`src/rtl/prbs_sync_pkg.sv`:
```
package prbs_sync_pkg;
  localparam int unsigned NUM_SEQ = 2;
  // recurrence b[n] = b[n-LEN] ^ b[n-TAP]; index 0 short, 1 long
  localparam int unsigned SEQ_LEN [NUM_SEQ] = '{9, 23};
  localparam int unsigned SEQ_TAP [NUM_SEQ] = '{5, 18};
  typedef enum logic {SEQ_SHORT = 1'b0, SEQ_LONG = 1'b1} seq_e;
endpackage

```
`src/rtl/prbs_lane_fmt.sv`:
```
module prbs_lane_fmt #(
  parameter int unsigned LANES  = 4,
  parameter int unsigned LANE_W = 14,
  localparam int unsigned W     = LANES * LANE_W
) (
  input  logic [W-1:0] raw_i,
  output logic [W-1:0] word_o
);
  for (genvar k = 0; k < LANES; k++) begin : g_lane
    localparam int unsigned SRC = k * LANE_W;
    localparam int unsigned DST = (LANES - 1 - k) * LANE_W;
    assign word_o[DST +: LANE_W] = {~raw_i[SRC + LANE_W - 1], raw_i[SRC +: LANE_W-1]};
  end
endmodule

```
`src/rtl/prbs_predictor.sv`:
```
module prbs_predictor
  import prbs_sync_pkg::*;
#(
  parameter int unsigned W     = 56,
  parameter int unsigned SEL_W = 4
) (
  input  logic             clk_i,
  input  logic             rst_ni,
  input  logic             adv_i,
  input  logic             reseed_i,
  input  logic [SEL_W-1:0] sel_i,
  input  logic [W-1:0]     rx_i,
  output logic [W-1:0]     exp_o
);
  // continue the pattern W bits past word w (oldest bit in MSB)
  function automatic logic [W-1:0] pn_step(input logic [W-1:0] w,
                                           input int unsigned len,
                                           input int unsigned tap);
    logic [2*W-1:0] v;
    v = {w, {W{1'b0}}};
    for (int i = 0; i < int'(W); i++) begin
      v[W-1-i] = v[W-1-i+int'(len)] ^ v[W-1-i+int'(tap)];
    end
    return v[W-1:0];
  endfunction

  logic [W-1:0] exp_q;
  logic [W-1:0] seed;
  logic [W-1:0] nxt [NUM_SEQ];
  seq_e         kind;

  assign seed = reseed_i ? rx_i : exp_q;
  assign kind = (sel_i == '0) ? SEQ_SHORT : SEQ_LONG;

  for (genvar g = 0; g < NUM_SEQ; g++) begin : g_seq
    assign nxt[g] = pn_step(seed, SEQ_LEN[g], SEQ_TAP[g]);
  end

  always_ff @(posedge clk_i or negedge rst_ni) begin
    if (!rst_ni)    exp_q <= '0;
    else if (adv_i) exp_q <= (kind == SEQ_SHORT) ? nxt[0] : nxt[1];
  end

  assign exp_o = exp_q;
endmodule

```
`src/rtl/prbs_compare.sv`:
```
module prbs_compare #(
  parameter int unsigned W = 56,
  localparam int unsigned HALF = W / 2
) (
  input  logic         clk_i,
  input  logic         rst_ni,
  input  logic         vld_i,
  input  logic [W-1:0] rx_i,
  input  logic [W-1:0] exp_i,
  output logic         vld_o,
  output logic         match_o
);
  logic hi_q, lo_q, nz_q, vld_q;

  always_ff @(posedge clk_i or negedge rst_ni) begin
    if (!rst_ni) begin
      hi_q  <= 1'b0;
      lo_q  <= 1'b0;
      nz_q  <= 1'b0;
      vld_q <= 1'b0;
    end else begin
      vld_q <= vld_i;
      if (vld_i) begin
        hi_q <= rx_i[W-1:HALF] == exp_i[W-1:HALF];
        lo_q <= rx_i[HALF-1:0] == exp_i[HALF-1:0];
        nz_q <= |rx_i;
      end
    end
  end

  assign vld_o   = vld_q;
  assign match_o = hi_q & lo_q & nz_q;
endmodule

```
`src/rtl/prbs_lock.sv`:
```
module prbs_lock #(
  parameter int unsigned LOCK_THR   = 16,
  parameter int unsigned UNLOCK_THR = 64,
  localparam int unsigned MAX_THR   = (LOCK_THR > UNLOCK_THR) ? LOCK_THR : UNLOCK_THR,
  localparam int unsigned CNT_W     = $clog2(MAX_THR + 1)
) (
  input  logic clk_i,
  input  logic rst_ni,
  input  logic vld_i,
  input  logic match_i,
  output logic oos_o,
  output logic err_o
);
  localparam logic [CNT_W-1:0] LOCK_LAST   = CNT_W'(LOCK_THR - 1);
  localparam logic [CNT_W-1:0] UNLOCK_LAST = CNT_W'(UNLOCK_THR - 1);

  logic             oos_q, err_q;
  logic [CNT_W-1:0] cnt_q;
  logic             toward_flip;
  logic [CNT_W-1:0] last;

  assign toward_flip = oos_q ? match_i : ~match_i;
  assign last        = oos_q ? LOCK_LAST : UNLOCK_LAST;

  always_ff @(posedge clk_i or negedge rst_ni) begin
    if (!rst_ni) begin
      oos_q <= 1'b1;
      err_q <= 1'b0;
      cnt_q <= '0;
    end else if (vld_i) begin
      err_q <= ~oos_q & ~match_i;
      if (!toward_flip) begin
        cnt_q <= '0;
      end else if (cnt_q == last) begin
        cnt_q <= '0;
        oos_q <= ~oos_q;
      end else begin
        cnt_q <= cnt_q + 1'b1;
      end
    end else begin
      err_q <= 1'b0;
    end
  end

  assign oos_o = oos_q;
  assign err_o = err_q;
endmodule

```
`src/rtl/prbs_sync_mon.sv`:
```
module prbs_sync_mon #(
  parameter int unsigned LANES      = 4,
  parameter int unsigned LANE_W     = 14,
  parameter int unsigned SEL_W      = 4,
  parameter int unsigned LOCK_THR   = 16,
  parameter int unsigned UNLOCK_THR = 64,
  localparam int unsigned W         = LANES * LANE_W
) (
  input  logic             clk_i,
  input  logic             rst_ni,
  input  logic             valid_i,
  input  logic [SEL_W-1:0] seq_sel_i,
  input  logic [W-1:0]     data_i,
  output logic             oos_o,
  output logic             err_o
);
  logic [W-1:0] fmt_word;
  logic [W-1:0] in_q;
  logic         a_vld_q;
  logic [W-1:0] exp_word;
  logic         cmp_vld, cmp_match;

  prbs_lane_fmt #(.LANES(LANES), .LANE_W(LANE_W)) u_fmt (
    .raw_i  (data_i),
    .word_o (fmt_word)
  );

  always_ff @(posedge clk_i or negedge rst_ni) begin
    if (!rst_ni) begin
      in_q    <= '0;
      a_vld_q <= 1'b0;
    end else begin
      a_vld_q <= valid_i;
      if (valid_i) in_q <= fmt_word;
    end
  end

  prbs_predictor #(.W(W), .SEL_W(SEL_W)) u_pred (
    .clk_i    (clk_i),
    .rst_ni   (rst_ni),
    .adv_i    (a_vld_q),
    .reseed_i (oos_o),
    .sel_i    (seq_sel_i),
    .rx_i     (in_q),
    .exp_o    (exp_word)
  );

  prbs_compare #(.W(W)) u_cmp (
    .clk_i   (clk_i),
    .rst_ni  (rst_ni),
    .vld_i   (a_vld_q),
    .rx_i    (in_q),
    .exp_i   (exp_word),
    .vld_o   (cmp_vld),
    .match_o (cmp_match)
  );

  prbs_lock #(.LOCK_THR(LOCK_THR), .UNLOCK_THR(UNLOCK_THR)) u_lock (
    .clk_i   (clk_i),
    .rst_ni  (rst_ni),
    .vld_i   (cmp_vld),
    .match_i (cmp_match),
    .oos_o   (oos_o),
    .err_o   (err_o)
  );
endmodule

```
`config.mk`:
```
export PLATFORM = sky130hd
export DESIGN_NAME = prbs_sync_mon
export DESIGN_NICKNAME = d
export VERILOG_FILES = /design/src/rtl/prbs_sync_pkg.sv /design/src/rtl/prbs_lane_fmt.sv /design/src/rtl/prbs_predictor.sv /design/src/rtl/prbs_compare.sv /design/src/rtl/prbs_lock.sv /design/src/rtl/prbs_sync_mon.sv
export SDC_FILE = /design/constraint.sdc
export NUM_CORES = 1
export LEC_CHECK = 0
export BUFFER_PORTS_ARGS = -buffer_cell sky130_fd_sc_hd__clkbuf_2
export CAP_MARGIN = 20
export CORE_ASPECT_RATIO = 1.25
export CORE_MARGIN = 8
export CORE_UTILIZATION = 65
export CTS_BUF_LIST = sky130_fd_sc_hd__clkbuf_8 sky130_fd_sc_hd__clkbuf_16
export CTS_CLUSTER_DIAMETER = 80
export DETAILED_ROUTE_END_ITERATION = 8
export MAX_ROUTING_LAYER = met4
export PLACE_DENSITY = 0.86
export SYNTH_ARGS = -nofsm -noshare
export SYNTH_HDL_FRONTEND = slang
export SYNTH_SLANG_ARGS = --single-unit
```
`constraint.sdc`:
```
create_clock -name clk_i -period 4.6 [get_ports clk_i]
set_input_delay 0.46 -clock clk_i [delete_from_list [all_inputs] [get_ports clk_i]]
set_output_delay 0.46 -clock clk_i [all_outputs]
set_load 0.01 [all_outputs]
```
==> results.ini <==
[global_route]
grt_pass1_vias=6168
antenna_found_initial=0
grt_pass1_wl_mm=35.25
grt_util_met3_pct=6.190
busiest_layer=met2
grt_max_degree=76
overflow=0
grt_usage_pct=30.19
grt.met2_usage_pct=47.75
grt_use_met1_pct=36.02

[finish]
final_common_cell=dfrtp_1
fin_cells=995
finalNetCount=883
antenna_cells=0
layout-drive-gt1-share_pct=21.90
final_cell_mix=124 x dfrtp_1, 94 x xor2_1, 88 x xnor2_1
area_growth_pct=11.95

[synth]
yosysTopAreaCell=dfrtp_1
synth-compound-area-share_pct=8.408
synthTopCellsByArea=dfrtp_1 40%, xor2_1 10%, xnor2_1 9.7%
ys_warn_count=0
muxShareOfSynthArea_pct=13.29
synth_nets=850
synthCells=785
netlist_area_sq_um=7916
synth_top_family_by_area=XOR/XNOR gates
synth-adder-area-share_pct=0.3161
synthDistinctLibCells=44
yosys_register_bits=126
yosys.area_share.simple_pct=9.515
synth_xor_area_share_pct=24.50
synth_top_area_share_pct=39.51
avgSynthCellArea_sq_um=10.08
ys_seq_area_share_pct=39.85

[cts]
clkLatencyLatePin_ns=0.43
cts_resized=0
cts_tree=built
clock-root-buffer=clkbuf_16
cts_made_buffers=17
ctsHoldBuffers=0
htreeDepth=4
cts.sinks=126
cts_setup_buffers=0
clockBufferDepth=2
path_clk_slew_ns=0.06

[floorplan]
row_count=45
die_y_microns=139.4
initial_utilization_pct=66.01
ios=65
core_sq_um=11990
dieArea_sq_um=15990
dieWidth_microns=114.7

[critical_path]
crit_type=reg -> reg
critPathLaunchType=flop
crit_path_cell_trace=buf_4 -> mux2i_2 -> xnor2_2 -> xnor3_2 -> xor2_1 -> a21boi_1 -> o32a_1
critPathRequiredTime_ns=4.91
cp-end-kind=flop
critPathArrivalTime_ns=3.60
cp_slowest_cell=mux2i_2
path_max_fanout=30
max_stage_delay_ns=0.65

[flow_run]
maxCapViolations=0

[sta]
hold_violations=0
hold_ws_ns=0.04333
relSlewSlack_pct=42.39
timing.final.crit_period_ns=3.296
fmaxAchievable_mhz=303.4
worstMarginPinSlew_ns=0.8473
rsz0062_at_grt=no
setup_violations=0
timing.setup.tns_ns=0
slew_viol_final=0
fin_skew_ns=0.008773
finalCritPeriodShare_pct=71.65

[status]
status=finished clean

[placement]
place_inst=963
place.detailed.hpwl_mm=16.37
place.port_buffers=64
gp_congestion=0.9742

[routing]
vias=5900
drc=0
finalWirelength_mm=22.47
antenna_left=0
drtIter0Drc=382
wl_per_cell_microns=22.58
viasPerCell=5.930
firstDrtPassIters=5

[hold_path]
hold_class=in -> async

==> per-layer routing <==
| metal | wire length, microns | vias to the layer above | share of wire [%] |
|---|---|---|---|
| met5 | 0 | - | 0 |
| met2 | 11260 | 220 | 50 |
| li1 | - | 2725 | - |
| met1 | 8948 | 2901 | 40 |
| met3 | 1312 | 54 | 5.8 |
| met4 | 947 | 0 | 4.2 |
==> synthesized netlist by cell type (all sizes together) <==
cell,count
a21boi,1
o21ai,40
xor3,2
xor2,95
mux2,65
ha,2
nand2,38
dfstp,1
nand2b,2
nand4,11
and2,4
o32a,1
xnor3,11
nor2,76
o21a,1
nor4b,1
buf,25
inv,19
o22ai,5
clkbuf,34
o22a,2
nor2b,2
nor3,4
mux2i,28
o211ai,11
or4,1
o311ai,1
nand3,4
o21bai,1
dfrtp,125
nor4,24
a21oi,56
xnor2,90
a31oi,2
==> cell families after synthesis <==
kind of cell / after synthesis
muxes: 93
adders and majority gates: 2
xor gates and xnor gates: 198
AOI/OAI and AO/OA: 121
buffers and inverters: 78
and+or+nand+nor: 167
DFF: 126
==> through the flow <==
step	cell area [sq um]	util [%]	setup slack, ns
2_1_floorplan	7916	-	1.882
5_1_grt	8862	73.90	1.172
3_3_place_gp	8277	69.01	1.481
6_report	8862	73.90	1.304
3_5_place_dp	8277	69.01	1.324
4_1_cts	8862	73.90	1.316
==> worst max-delay path: cells and delay by family, from the launching register on <==
kind / cells / cell delay [ns]
compound gates: 2 / 0.50
xor+xnor: 3 / 1.06
buf+inv: 1 / 0.41
flops: 1 / 0.53
mux: 1 / 0.65
==> final cells by class <==
cell class                 instances  area [sq um]
tap                              164         205.2
multi-input combinational        581          4442
clock buffer                      20         466.7
inverter                          19         71.32
timing repair buffer              73         402.9
clock inverter                    12         118.9
sequential                       126          3156
fill                             874          3131
==> worst paths after layout <==
| kind | start | cells past startpoint | end | slack [ns] |
|---|---|---|---|---|
| setup / recovery | u_lock.oos_o$_DFFE_PN1P_ | 7 | u_pred.exp_o[4]$_DFFE_PN0P_ | 1.30 |
| hold / removal | rst_ni | 1 | u_pred.exp_o[48]$_DFFE_PN0P_ | 0.04 |
| setup reg to reg | u_lock.oos_o$_DFFE_PN1P_ | 7 | u_pred.exp_o[4]$_DFFE_PN0P_ | 1.30 |
| hold reg to reg | u_pred.exp_o[52]$_DFFE_PN0P_ | 1 | u_pred.exp_o[52]$_DFFE_PN0P_ | 0.52 |
| max in group asynchronous | rst_ni | 2 | u_pred.exp_o[8]$_DFFE_PN0P_ | 3.48 |
| min in group clk_i | data_i[13] | 2 | in_q[55]$_DFFE_PN0P_ | 0.19 |
Power is not shown: default switching activity piles up to over one toggle a cycle in this logic, so the estimate is an artifact.
